### src/rtl/drfsh_pkg.sv
package drfsh_pkg;

    typedef enum logic [2:0] {
        ST_IDLE      = 3'd0,
        ST_SETUP     = 3'd1,
        ST_RAS_LOW   = 3'd2,
        ST_PRECHARGE = 3'd3,
        ST_DONE      = 3'd4
    } drfsh_state_e;

    typedef enum logic {
        MODE_ROW_ADDR  = 1'b0,
        MODE_CAS_FIRST = 1'b1
    } drfsh_mode_e;

    // Ceiling conversion of a nanosecond limit to clock cycles
    function automatic int ns_to_cyc(input int ns, input int clk_ns);
        return (ns + clk_ns - 1) / clk_ns;
    endfunction

    function automatic int imax(input int a, input int b);
        return (a > b) ? a : b;
    endfunction

endpackage

### src/rtl/drfsh_phase_timer.sv
module drfsh_phase_timer #(
    parameter int WIDTH = 4
) (
    input  logic             clk,
    input  logic             rst_n,
    input  logic             load,
    input  logic [WIDTH-1:0] load_val,
    output logic             expired
);

    logic [WIDTH-1:0] cnt_q;

    always_ff @(posedge clk or negedge rst_n) begin
        if (!rst_n) begin
            cnt_q <= '0;
        end else if (load) begin
            cnt_q <= load_val;
        end else if (cnt_q != '0) begin
            cnt_q <= cnt_q - 1'b1;
        end
    end

    assign expired = (cnt_q == '0);


    timer_load_chk: assert property (@(posedge clk) disable iff (!rst_n)
        load |=> (cnt_q == $past(load_val)));

endmodule

### src/rtl/drfsh_req_latch.sv
module drfsh_req_latch #(
    parameter int ROW_W = 10
) (
    input  logic             clk,
    input  logic             rst_n,
    input  logic             set,
    input  logic             set_mode,
    input  logic [ROW_W-1:0] set_row,
    input  logic             clear,
    output logic             pend,
    output logic             pend_mode,
    output logic [ROW_W-1:0] pend_row
);

    logic             pend_q;
    logic             mode_q;
    logic [ROW_W-1:0] row_q;

    // A new request may be stored when the slot is free or emptied this cycle
    logic store;
    assign store = set && (!pend_q || clear);

    always_ff @(posedge clk or negedge rst_n) begin
        if (!rst_n) begin
            pend_q <= 1'b0;
            mode_q <= 1'b0;
            row_q  <= '0;
        end else begin
            if (store) begin
                pend_q <= 1'b1;
                mode_q <= set_mode;
                row_q  <= set_row;
            end else if (clear) begin
                pend_q <= 1'b0;
            end
        end
    end

    assign pend      = pend_q;
    assign pend_mode = mode_q;
    assign pend_row  = row_q;


    pend_hold_chk: assert property (@(posedge clk) disable iff (!rst_n)
        (pend_q && !clear) |=> (pend_q && $stable(row_q) && $stable(mode_q)));

endmodule

### src/rtl/dram_refresh_seq.sv
module dram_refresh_seq
    import drfsh_pkg::*;
#(
    parameter int CLK_PERIOD_NS = 8,
    parameter int ROW_W         = 10,
    parameter int T_RAS_MIN_NS  = 60,
    parameter int T_RAS_MAX_NS  = 10000,
    parameter int T_RP_NS       = 40,
    parameter int T_RC_NS       = 105,
    parameter int T_ASR_NS      = 0,
    parameter int T_RAH_NS      = 10,
    parameter int T_CSR_NS      = 10,
    parameter int T_CHR_NS      = 10,
    parameter int T_CP_NS       = 10,
    parameter int T_CRP_NS      = 5,
    parameter int T_RPC_NS      = 5,
    parameter int T_WRP_NS      = 10,
    parameter int T_WRH_NS      = 10
) (
    input  logic             clk,
    input  logic             rst_n,
    input  logic             refresh_req,
    input  logic             refresh_mode,
    input  logic [ROW_W-1:0] row_in,
    output logic             ras_n,
    output logic             cas_lo_n,
    output logic             cas_hi_n,
    output logic             we_n,
    output logic [ROW_W-1:0] addr,
    output logic             addr_oe,
    output logic             refresh_done
);

    // ---------------------------------------------------------------
    // Derived cycle counts
    // ---------------------------------------------------------------
    localparam int SETUP_CYC = imax(imax(1, ns_to_cyc(T_ASR_NS, CLK_PERIOD_NS)),
                                    imax(imax(ns_to_cyc(T_CSR_NS, CLK_PERIOD_NS),
                                              ns_to_cyc(T_WRP_NS, CLK_PERIOD_NS)),
                                         ns_to_cyc(T_CRP_NS, CLK_PERIOD_NS)));
    localparam int PRE_CYC   = imax(imax(1, ns_to_cyc(T_RP_NS, CLK_PERIOD_NS)),
                                    imax(ns_to_cyc(T_CP_NS, CLK_PERIOD_NS),
                                         ns_to_cyc(T_RPC_NS, CLK_PERIOD_NS)));
    localparam int RAS_MIN_CYC = ns_to_cyc(T_RAS_MIN_NS, CLK_PERIOD_NS);
    localparam int RAS_MAX_CYC = T_RAS_MAX_NS / CLK_PERIOD_NS;
    localparam int RC_FILL_CYC = ns_to_cyc(T_RC_NS, CLK_PERIOD_NS) - SETUP_CYC - PRE_CYC - 1;
    localparam int RAS_LOW_CYC = imax(imax(imax(1, RAS_MIN_CYC), RC_FILL_CYC),
                                      imax(imax(ns_to_cyc(T_RAH_NS, CLK_PERIOD_NS),
                                                ns_to_cyc(T_CHR_NS, CLK_PERIOD_NS)),
                                           ns_to_cyc(T_WRH_NS, CLK_PERIOD_NS)));
    localparam int LONGEST_CYC = imax(imax(SETUP_CYC, RAS_LOW_CYC), PRE_CYC);
    localparam int TMR_W       = $clog2(LONGEST_CYC + 1);
    localparam int LOW_W       = $clog2(RAS_MAX_CYC + 2);
    localparam int HI_W        = $clog2(PRE_CYC + 2);

    localparam logic [TMR_W-1:0] SETUP_LOAD = TMR_W'(SETUP_CYC - 1);
    localparam logic [TMR_W-1:0] LOW_LOAD   = TMR_W'(RAS_LOW_CYC - 1);
    localparam logic [TMR_W-1:0] PRE_LOAD   = TMR_W'(PRE_CYC - 1);

    // reject a parameter set whose RAS low phase breaks its own maximum
    generate
        if (RAS_LOW_CYC > RAS_MAX_CYC) begin : g_ras_window_bad
            $error("RAS low phase of %0d cycles exceeds the maximum of %0d", RAS_LOW_CYC, RAS_MAX_CYC);
        end
    endgenerate

    // ---------------------------------------------------------------
    // State and cycle context
    // ---------------------------------------------------------------
    drfsh_state_e     state_q, state_d;
    drfsh_mode_e      cur_mode_q;
    logic [ROW_W-1:0] cur_row_q;

    logic             tmr_load;
    logic [TMR_W-1:0] tmr_val;
    logic             tmr_expired;

    logic             pend;
    logic             pend_mode;
    logic [ROW_W-1:0] pend_row;

    logic can_launch;
    logic launch;
    logic take_direct;
    logic latch_set;
    logic latch_clear;

    assign can_launch  = (state_q == ST_IDLE) || (state_q == ST_DONE);
    assign launch      = can_launch && (pend || refresh_req);
    assign take_direct = can_launch && !pend && refresh_req;
    assign latch_set   = refresh_req && !take_direct;
    assign latch_clear = launch && pend;

    drfsh_req_latch #(
        .ROW_W (ROW_W)
    ) u_req_latch (
        .clk       (clk),
        .rst_n     (rst_n),
        .set       (latch_set),
        .set_mode  (refresh_mode),
        .set_row   (row_in),
        .clear     (latch_clear),
        .pend      (pend),
        .pend_mode (pend_mode),
        .pend_row  (pend_row)
    );

    drfsh_phase_timer #(
        .WIDTH (TMR_W)
    ) u_phase_timer (
        .clk      (clk),
        .rst_n    (rst_n),
        .load     (tmr_load),
        .load_val (tmr_val),
        .expired  (tmr_expired)
    );

    // Next-state logic
    always_comb begin
        state_d = state_q;
        unique case (state_q)
            ST_IDLE:      if (launch)      state_d = ST_SETUP;
            ST_SETUP:     if (tmr_expired) state_d = ST_RAS_LOW;
            ST_RAS_LOW:   if (tmr_expired) state_d = ST_PRECHARGE;
            ST_PRECHARGE: if (tmr_expired) state_d = ST_DONE;
            ST_DONE:      state_d = launch ? ST_SETUP : ST_IDLE;
            default:      state_d = ST_IDLE;
        endcase
    end

    // Phase length for the state being entered
    always_comb begin
        tmr_load = (state_d != state_q);
        unique case (state_d)
            ST_SETUP:     tmr_val = SETUP_LOAD;
            ST_RAS_LOW:   tmr_val = LOW_LOAD;
            ST_PRECHARGE: tmr_val = PRE_LOAD;
            default:      tmr_val = '0;
        endcase
    end

    // State register and cycle context capture
    always_ff @(posedge clk or negedge rst_n) begin
        if (!rst_n) begin
            state_q    <= ST_IDLE;
            cur_mode_q <= MODE_ROW_ADDR;
            cur_row_q  <= '0;
        end else begin
            state_q <= state_d;
            if (launch) begin
                cur_mode_q <= drfsh_mode_e'(pend ? pend_mode : refresh_mode);
                cur_row_q  <= pend ? pend_row : row_in;
            end
        end
    end

    // Strobe decode
    always_comb begin
        logic front;
        front        = (state_q == ST_SETUP) || (state_q == ST_RAS_LOW);
        ras_n        = (state_q != ST_RAS_LOW);
        cas_lo_n     = !(front && (cur_mode_q == MODE_CAS_FIRST));
        cas_hi_n     = !(front && (cur_mode_q == MODE_CAS_FIRST));
        addr_oe      = front && (cur_mode_q == MODE_ROW_ADDR);
        addr         = addr_oe ? cur_row_q : '0;
        we_n         = 1'b1;
        refresh_done = (state_q == ST_DONE);
    end

    // ---------------------------------------------------------------
    // Interval monitors for the assertions
    // ---------------------------------------------------------------
    logic [LOW_W-1:0] low_run_q;
    logic [HI_W-1:0]  high_run_q;

    always_ff @(posedge clk or negedge rst_n) begin
        if (!rst_n) begin
            low_run_q  <= '0;
            high_run_q <= HI_W'(PRE_CYC + 1);
        end else begin
            if (ras_n) begin
                low_run_q <= '0;
                if (high_run_q < HI_W'(PRE_CYC + 1)) high_run_q <= high_run_q + 1'b1;
            end else begin
                high_run_q <= '0;
                if (low_run_q < LOW_W'(RAS_MAX_CYC + 1)) low_run_q <= low_run_q + 1'b1;
            end
        end
    end


    ras_low_max_chk: assert property (@(posedge clk) disable iff (!rst_n)
        low_run_q <= LOW_W'(RAS_MAX_CYC));


    ras_low_min_chk: assert property (@(posedge clk) disable iff (!rst_n)
        $rose(ras_n) |-> (low_run_q >= LOW_W'(RAS_MIN_CYC)));


    ras_precharge_chk: assert property (@(posedge clk) disable iff (!rst_n)
        $fell(ras_n) |-> (high_run_q >= HI_W'(PRE_CYC)));


    row_addr_cas_chk: assert property (@(posedge clk) disable iff (!rst_n)
        ($fell(ras_n) && addr_oe) |-> (cas_lo_n && cas_hi_n && $past(addr_oe) && $stable(addr)));


    cas_first_chk: assert property (@(posedge clk) disable iff (!rst_n)
        ($fell(ras_n) && !addr_oe) |-> (!cas_lo_n && !cas_hi_n && $past(!cas_lo_n && !cas_hi_n)));


    we_guard_chk: assert property (@(posedge clk) disable iff (!rst_n)
        ($fell(ras_n) || $rose(ras_n)) |-> (we_n && $past(we_n)));


    done_pulse_chk: assert property (@(posedge clk) disable iff (!rst_n)
        refresh_done |=> !refresh_done);


    done_ras_high_chk: assert property (@(posedge clk) disable iff (!rst_n)
        refresh_done |-> (ras_n && cas_lo_n && cas_hi_n));

endmodule

### config.mk
export PLATFORM = sky130hd
export DESIGN_NAME = dram_refresh_seq
export DESIGN_NICKNAME = d
export VERILOG_FILES = /design/src/rtl/drfsh_pkg.sv /design/src/rtl/drfsh_phase_timer.sv /design/src/rtl/drfsh_req_latch.sv /design/src/rtl/dram_refresh_seq.sv
export SDC_FILE = /design/constraint.sdc
export NUM_CORES = 1
export LEC_CHECK = 0
export BUFFER_PORTS_ARGS = -buffer_cell sky130_fd_sc_hd__buf_2
export CAP_MARGIN = 0
export CORE_MARGIN = 5
export CORE_UTILIZATION = 30
export CTS_BUF_LIST = sky130_fd_sc_hd__clkbuf_8
export CTS_CLUSTER_SIZE = 25
export DETAILED_ROUTE_END_ITERATION = 6
export GPL_TIMING_DRIVEN = 0
export PLACE_DENSITY = 0.46
export REMOVE_ABC_BUFFERS = 1
export SLEW_MARGIN = 40
export SYNTH_ARGS = -nofsm -noshare
export SYNTH_HDL_FRONTEND = slang
export SYNTH_SLANG_ARGS = --single-unit
export TNS_END_PERCENT = 30
### constraint.sdc
create_clock -name clk -period 3.8 [get_ports clk]
set_input_delay 0.19 -clock clk [delete_from_list [all_inputs] [get_ports clk]]
set_output_delay 0.19 -clock clk [all_outputs]
set_load 0.02 [all_outputs]
# Word-level counts from Yosys, hierarchy flattened
# Index checks and enable logic that the tools add are counted.
dict set report totals {
  latch_bits 0
  elab_cells 52
  ff_bits 30
  n_memories 0
  out_inout_bits 16
  ram_bits 0
  rom_bits 0
}
dict set report classes {
  n_addsub 1
  n_eq_ne 9
  mul 0
  order_cmp 0
  shifts 0
  reduce_logical 20
  div_mod_pow 0
  n_mux 14
  n_bitwise 1
}
# op n
set ops {}
lappend ops {{$mux W10} 2}
lappend ops {{$pmux W3 S5} 1}
lappend ops {{$eq A3 B2 Y1 const B} 4}
lappend ops {{$mux W3} 4}
lappend ops {{$pmux W3 S3} 1}
lappend ops {{$logic_and A1 B1 Y1} 8}
lappend ops {{$mux W4} 2}
lappend ops {{$eq A3 B1 Y1 const B} 2}
lappend ops {{$logic_not A4 Y1} 1}
lappend ops {{$logic_or A1 B1 Y1} 4}
lappend ops {{$mux W1} 4}
lappend ops {{$reduce_bool A2 Y1} 2}
lappend ops {{$reduce_bool A4 Y1} 1}
lappend ops {{$sub A4 B1 Y4 const B} 1}
lappend ops {{$eq A3 B3 Y1 const B} 1}
lappend ops {{$logic_not A1 Y1} 3}
lappend ops {{$logic_not A3 Y1} 1}
lappend ops {{$ne A3 B2 Y1 const B} 1}
lappend ops {{$ne A3 B3 Y1} 1}
lappend ops {{$not A1 Y1} 1}

# Depth between registers and ports, before layout
# Gate-level depths: netlist (run 1).
dict set report logic_depth {
  depth_word 8
  ltp_mapped 5
}

# By module
# Synthesis (run 1) repeated with hierarchy kept, for this count alone.
dict set report unflattened {
  cells_unflattened 130
  hier_area_um2 1694.1
}
# module instances cells_per_inst area_each_um2 seq_area_each_um2
set by_module_without_submodules {}
lappend by_module_without_submodules {dram_refresh_seq 1 81 945.9 350.3}
lappend by_module_without_submodules {drfsh_req_latch 1 27 514.2 300.3}
lappend by_module_without_submodules {drfsh_phase_timer 1 22 234.0 100.1}

# Least setup slack after synthesis (run 1)
# OpenSTA, ideal clock, no wires.
dict set report synth_path {
  kind {register to output}
  start {reg state_q[1]}
  end {out addr[0]}
  slack_ns 2.326
  n_path_buf 2
  stages_incl_launch_ff 6
  arrival_ns 1.284
  t_required_ns 3.610
  cell_sequence {dfrtp_1 buf_6 xnor2_1 nor3_2 buf_2 and2_1}
}
dict set report synth_between {
  elab_chain_cells 4
  word_cells_on_any_way 5
  cone_classes {eq/ne (2); mux (1); reduce/logical (2)}
}
# element line_no
set synth_lines {}
lappend synth_lines {{from (decl)} dram_refresh_seq.sv:70} ;# drfsh_state_e state_q, state_d;
lappend synth_lines {{from (signal assigned)} dram_refresh_seq.sv:149} ;# state_q <= state_d;
lappend synth_lines {{$eq A3 B1 Y1 or $eq A3 B2 Y1 (tied branches)} dram_refresh_seq.sv:160} ;# front = (state_q == ST_SETUP) || (state_q == ST_RAS_LOW);
lappend synth_lines {{$logic_or A1 B1 Y1 *} dram_refresh_seq.sv:160}
lappend synth_lines {{$logic_and A1 B1 Y1 *} dram_refresh_seq.sv:164} ;# addr_oe = front && (cur_mode_q == MODE_ROW_ADDR);
lappend synth_lines {{via addr_oe} dram_refresh_seq.sv:30} ;# output logic addr_oe,
lappend synth_lines {{$mux W10 *} dram_refresh_seq.sv:165} ;# addr = addr_oe ? cur_row_q : '0;
lappend synth_lines {{to (decl)} dram_refresh_seq.sv:29} ;# output logic [ROW_W-1:0] addr,
# Mark *: on every way through the listed nets, which the timed path passes. The rest lies on a longest branch.

# Final worst setup path (run 1)
dict set report layout_path {
  start {reg state_q[1]}
  end {out addr[6]}
}
dict set report layout_between {
  elab_chain_cells 4
  word_cells_on_any_way 5
  cone_classes {eq/ne (2); mux (1); reduce/logical (2)}
}
# element line_no
set layout_lines {}
lappend layout_lines {{$eq A3 B1 Y1 or $eq A3 B2 Y1 (tied branches)} dram_refresh_seq.sv:160}
lappend layout_lines {{$logic_or A1 B1 Y1 *} dram_refresh_seq.sv:160}
lappend layout_lines {{$logic_and A1 B1 Y1 *} dram_refresh_seq.sv:164}
lappend layout_lines {{$mux W10 *} dram_refresh_seq.sv:165}
# Mark *: on every way between the ends. The rest lies on a longest branch, timed or not.

==> run_results.csv, run 1 <==
group,metric,value,unit
run_status,status,"complete, no violations",
yosys,synth.yosys.warnings,0,
finish,final_net_count,168,
clocking,cts.htree.levels,2,
finish,layout_utilization,0.3604,
global_route,overflow,0,
sta,worst_clock_skew,0.001183,ns
sta,finalMaxSlewViolations,0,
routing,wl_met1,1.472,mm
pwr,ir_drop,0.4208,mV
routing,top_layer,"met4",
sta,tightestPinTransition,0.7366,ns
die,core_region_area,0.005172,mm^2
setup_path,start_kind,"flop",
global_route,grt_max_degree,31,
routing,vias,1027,
pwr,power_density,945.2,mW/mm^2
routing,detail_route.vias_per_cell,4.585,
yosys,synth_top_cell_area_share,0.4626,
finish,most-common-layout-cells,"dfrtp_1, buf_2, mux2_2",
routing,routed_wirelength,3.277,mm
global_route,via_count_of_the_first_global_routing_pass,1165,
yosys,number_of_distinct_library_cells_after_synthesis,37,
sta,maxSlewHeadroom,0.5073,
placement,place.gp.congestion,0.7421,
hold_path,worst_hold_path_type,"primary input to flop",
yosys,syn-mean-instance-area,12.78,um^2
setup_path,timing.rr.start,"u_req_latch.pend",
finish,final_common_cell,"dfrtp_1",
die,die_area,0.006981,mm^2
sta,peak_freq,439.9,MHz
die,die-width,83.55,um
placement,port_buffers,28,
finish,syn2layout_area_growth,14.88,%
clocking,number_of_cells_upsized_or_downsized_after_cts,0,
setup_path,critPathArrivalTime,2.08,ns
pwr,p_seq_frac,0.366,
clocking,clk_transition_reported_paths,0.06,ns
yosys,syn-instance-count,127,
sta,shortest_clock_period_the_worst_path_allows_after_layout,2.273,ns
sta,hold_viol,0,
clocking,cts_made_buffers,5,
finish,filler_cells_inserted,517,
clocking,worst_skew_pair_later_pin_latency,0.27,ns
die,start_util,0.3137,
clocking,clock_sinks,30,
finish,antenna-diode-count,0,
routing,met3_wirelength,203,um
routing,drt_first_iter_violations,42,
pwr,total_switching_power,677.6,uW
clocking,clockRootBuffer,"clkbuf_8",
yosys,post_synthesis_cell_type_with_the_largest_combined_area,"dfrtp_1",
finish,multi_input_comb_area,767.0,um^2
setup_path,worst_setup_path_end_kind,"output pin",
global_route,global_route.usage.total,0.1039,
yosys,syn_area,0.001623,mm^2
clocking,postCtsSetupRepairBufs,0,
pwr,combinationalPowerShare,0.484,
routing,wl_met2,1.553,mm
run,maxCapViolations,0,
setup_path,cp-startpoint,"state_q[1]",
routing,route.detailed.drc,0,
placement,detailedPlace.worstSlack,1.741,ns
sta,final-setup-viol-count,0,
global_route,grt_first_pass_wirelength,5.747,mm
setup_path,crit_path_end,"addr[6]",
finish,area.sequential,750.7,um^2
die,row_count,26,
routing,dr.pass1.iters,4,
setup_path,critical_path.max_fanout,12,
die,ioPinCount,30,
pwr,p_leak,0.8643,nW
yosys,synthArstFlopShare,1.000,
yosys,ys_ff_latch,30,
pwr,p_sw_frac,0.3845,
routing,avgRoutedWirePerCell,14.63,um
yosys,synth-main-ff-cell,"dfrtp_1",
yosys,ys_top_cells_by_area,"dfrtp_1, mux2_2, mux2_4",
die,dieHeight,83.55,um
setup_path,worstSetupPathType,"flop to output pin",
pwr,p_int,1.084,mW
yosys,synth_seq_area_share,0.4626,
finish,final_layout_size_suffix_gt1_frac,0.5000,
setup_path,r2r-end,"cur_row_q[7]",
sta,timing.final.crit_share,0.5983,
sta,setup_total_negative_slack,0,ns
setup_path,critPathRequiredTime,3.61,ns
sta,setup_slack,1.527,ns
clocking,clockBufferDepth,2,
routing,antenna_violating_nets_post_route,0,
sta,grt_setup_unrepaired,"false",
clocking,cts_tree,"done",
global_route,antenna_violations_before_repair,0,
setup_path,regToRegSetupSlack,1.74,ns
pwr,p_clk_frac,0.149,
clocking,cts_hold_buffers,1,
setup_path,timing.reg2reg.worst_path_depth,3,
placement,detail_placement_hpwl,2.207,mm
yosys,synth_enable_flop_cells,0,
per-layer routing:
metal | up-vias | global-route usage
met3 | 5 | 0.04344
met1 | 507 | 0.1242
met2 | 25 | 0.1684
met4 | 0 | 0.03509
met5 | - | 0
li1 | 490 | -
cell type report:
class,instances,share of cell area
Multi-Input combinational cell,83,0.4114
Sequential cell,30,0.4027
Timing Repair Buffer,29,0.08188
Tap cell,70,0.04698
Clock buffer,6,0.04430
Inverter,4,0.008054
Clock inverter,2,0.004698
how the worst min path moves through the flow:
stage | startpoint | endpoint | slack [ns] | depth (start not counted)
global route | row_in[7] | u_req_latch.pend_row[7] | 0.14 | 2
floorplan | rst_n | cur_mode_q | -0.11 | 0
finish | row_in[9] | u_req_latch.pend_row[9] | 0.16 | 2
global placement | rst_n | u_req_latch.pend_row[7] | 0.27 | 1
detailed placement | rst_n | cur_row_q[7] | 0.28 | 1
CTS | row_in[3] | u_req_latch.pend_row[3] | 0.14 | 2
worst max-delay path, cell delays in order (launching register included):
cell and delay, ns:
dfrtp_1 0.68, xnor2_1 0.19, nor3_2 0.55, and2_1 0.23, buf_2 0.16
through the flow:
step	power, mW	instances	hold slack [ns]	instance area, um^2
floorplan	1.279	117	-0.1056	1533
global placement	1.489	215	0.2733	1760
detailed placement	1.513	215	0.2825	1760
CTS	1.794	224	0.1417	1862
global route	1.912	224	0.1427	1864
finish	1.762	224	0.1576	1864
flip-flops by register name, summed over array words and instances (netlist names):
name                   cells
cur_row_q                 10
u_req_latch.pend_row      10
u_phase_timer.cnt_q        4
state_q                    3
cur_mode_q                 1
u_req_latch.pend           1
u_req_latch.pend_mode      1
cells in the mapped netlist, types with 2 or more instances:
cell type,n
buf_2,2
mux2i_1,2
dfrtp_1,30
o21ai_0,3
nand2_1,4
buf_4,3
nor3_1,3
inv_1,4
nor2_1,4
xnor2_1,2
o311ai_0,2
mux2_2,23
mux2_4,10
and2_1,10
buf_6,3
kinds of logic after synthesis:
group                      synth area share
AOI/OAI and AO/OA                   0.05320
xor gates and xnor gates            0.01619
adders and majority gates          0.007709
buffers and inverters               0.06476
DFF                                  0.4626
muxes                                0.2645
other                              0.002311
and+or+nand+nor                      0.1288
power by group through the flow:
stage | clock network (mW) | registers (mW) | logic (mW)
after floorplan | 0 | 0.602 | 0.677
after global placement | 0 | 0.639 | 0.850
after detailed placement | 0 | 0.650 | 0.863
after CTS | 0.276 | 0.648 | 0.871
after global routing | 0.291 | 0.676 | 0.945
final | 0.263 | 0.646 | 0.854
No activity file was read; power rests on OpenSTA's default activity.
==> inputs of run 2 (changes only) <==
--- a/config.mk
+++ b/config.mk
@@ -13,7 +13,7 @@
 export CTS_CLUSTER_SIZE = 25
 export DETAILED_ROUTE_END_ITERATION = 6
 export GPL_TIMING_DRIVEN = 0
-export PLACE_DENSITY = 0.46
+export PLACE_DENSITY = 0.48
 export REMOVE_ABC_BUFFERS = 1
 export SLEW_MARGIN = 40
 export SYNTH_ARGS = -nofsm -noshare
==> constraint.sdc (replaced) <==
create_clock -name clk -period 2 [get_ports clk]
set_input_delay 0.1 -clock clk [delete_from_list [all_inputs] [get_ports clk]]
set_output_delay 0.1 -clock clk [all_outputs]
set_load 0.02 [all_outputs]
==> run 2 against run 1 <==
Against the previous run: sequential power rose by 92%; wire length rose by 0.43%; worst hold slack got worse by 0.090 ns; global-route usage down 0.23 points; critical path depth shrank 1; count of clock-buffer cells in the layout shrank 1; largest cell class unchanged.
==> run_results.csv, run 2 (synthesized netlist as in run 1, its figures left out) <==
group,metric,value,unit
run_status,status,"complete, no violations",
routing,detail_route.vias_per_cell,4.594,
hold_path,worst_hold_path_type,"primary input to flop",
pwr,p_clk_frac,0.129,
run,maxCapViolations,0,
sta,tightestPinTransition,0.6985,ns
pwr,p_seq_frac,0.364,
pwr,combinationalPowerShare,0.507,
die,core_region_area,0.005172,mm^2
global_route,grt_first_pass_wirelength,5.747,mm
global_route,via_count_of_the_first_global_routing_pass,1170,
sta,maxSlewHeadroom,0.5328,
sta,setup_total_negative_slack,0,ns
pwr,power_density,1813,mW/mm^2
die,start_util,0.3137,
die,dieHeight,83.55,um
die,row_count,26,
finish,final_common_cell,"buf_2",
clocking,cts.htree.levels,2,
placement,post-place-cells,215,
finish,final_net_count,169,
sta,finalMaxSlewViolations,0,
pwr,total_switching_power,1.307,mW
sta,worst_clock_skew,0.006323,ns
setup_path,critPathRequiredTime,2.16,ns
finish,antenna-diode-count,0,
placement,place.gp.congestion,0.7398,
finish,syn2layout_area_growth,15.65,%
finish,final-instance-count-excl-fill,224,
clocking,clk_transition_reported_paths,0.06,ns
sta,final-setup-viol-count,0,
finish,filler_cells_inserted,509,
sta,peak_freq,552.1,MHz
setup_path,worstSetupPathType,"flop to flop",
finish,most-common-layout-cells,"buf_2, dfrtp_1, mux2_2",
setup_path,critPathArrivalTime,1.97,ns
clocking,clockRootBuffer,"clkbuf_8",
routing,dr.pass1.iters,2,
clocking,worst_skew_pair_later_pin_latency,0.28,ns
sta,timing.final.crit_share,0.9056,
global_route,overflow,0,
routing,avgRoutedWirePerCell,14.69,um
routing,routed_wirelength,3.291,mm
routing,route.detailed.drc,0,
clocking,clockBufferDepth,2,
setup_path,worst_setup_path_end_kind,"flop",
pwr,p_leak,0.8640,nW
die,die_area,0.006981,mm^2
sta,fin_worst_hold_slack,0.06769,ns
clocking,clock_sinks,30,
sta,grt_setup_unrepaired,"false",
finish,final_layout_size_suffix_gt1_frac,0.5130,
sta,shortest_clock_period_the_worst_path_allows_after_layout,1.811,ns
die,ioPinCount,30,
global_route,grt_max_degree,31,
placement,port_buffers,28,
sta,hold_viol,0,
finish,layout_utilization,0.3628,
pwr,p_sw_frac,0.3842,
global_route,global_route.usage.total,0.1016,
setup_path,start_kind,"flop",
hold_path,timing.hold.worst_path_depth,2,
clocking,cts_made_buffers,5,
routing,drt_first_iter_violations,111,
setup_path,critical_path.max_fanout,16,
clocking,cts_tree,"done",
routing,antenna_violating_nets_post_route,0,
global_route,antenna_violations_before_repair,0,
pwr,p_int,2.095,mW
pwr,ir_drop,0.6783,mV
die,die-width,83.55,um
placement,detail_placement_hpwl,2.178,mm
setup_path,regToRegSetupSlack,0.19,ns
setup_path,timing.reg2reg.worst_path_depth,3,
routing,vias,1029,
==> run 2: critical path, stage by stage (launching register included) <==
cell     delay (ns)
dfrtp_2        0.61
nor2_2         0.11
nor3_4         0.56
mux2_2         0.41
==> run 2: repair_timing <==
item / CTS / global route
endpoints found under the hold margin: 30 / 0
setup endpoints to repair: 33 / 10
setup buffers: 1 / 0
pin swaps: 1 / 0
resized for setup: 2 / 2
hold buffers: 1 / 0
==> run 2: stage by stage <==
step	worst slack [ns]	power [mW]	area (um^2)
2_1_floorplan	0.3197	2.429	1533
3_3_place_gp	-0.05916	2.827	1760
3_5_place_dp	-0.1148	2.897	1760
4_1_cts	0.04783	3.466	1874
5_1_grt	0.08023	3.676	1877
6_report	0.1889	3.403	1877
==> run 2: cell type report <==
cell class / count / area [um^2] / area share
multi-input cells: 83 / 773.2 / 0.4120
well taps: 70 / 87.58 / 0.04667
clock buffers: 5 / 68.82 / 0.03667
inverters: 4 / 15.01 / 0.008000
flip-flops and latches: 30 / 754.5 / 0.4020
repair buffers: 30 / 170.2 / 0.09067
clock inverters: 2 / 7.507 / 0.004000
==> run 2: final timing paths <==
check                                  from                       to
setup / recovery           u_req_latch.pend             cur_row_q[0]
hold / removal                    row_in[9]  u_req_latch.pend_row[9]
setup reg to reg           u_req_latch.pend             cur_row_q[0]
hold reg to reg                cur_row_q[1]             cur_row_q[1]
max in group asynchronous             rst_n         u_req_latch.pend
min in group asynchronous             rst_n    u_req_latch.pend_mode
==> run 2: per-layer routing <==
metal / share of wire / vias up / track usage
li1: - / 494 / -
met1: 0.46 / 507 / 0.1321
met2: 0.48 / 22 / 0.1567
met3: 0.050 / 6 / 0.03850
met4: 0.0079 / 0 / 0.03070
met5: 0 / - / 0
==> run 2: power groups by stage <==
stage | clock network (mW) | registers, mW | logic [mW]
after floorplan | 0 | 1.14 | 1.29
after global placement | 0 | 1.21 | 1.61
after detailed placement | 0 | 1.23 | 1.66
after CTS | 0.466 | 1.24 | 1.76
after global routing | 0.493 | 1.29 | 1.90
final | 0.440 | 1.24 | 1.72
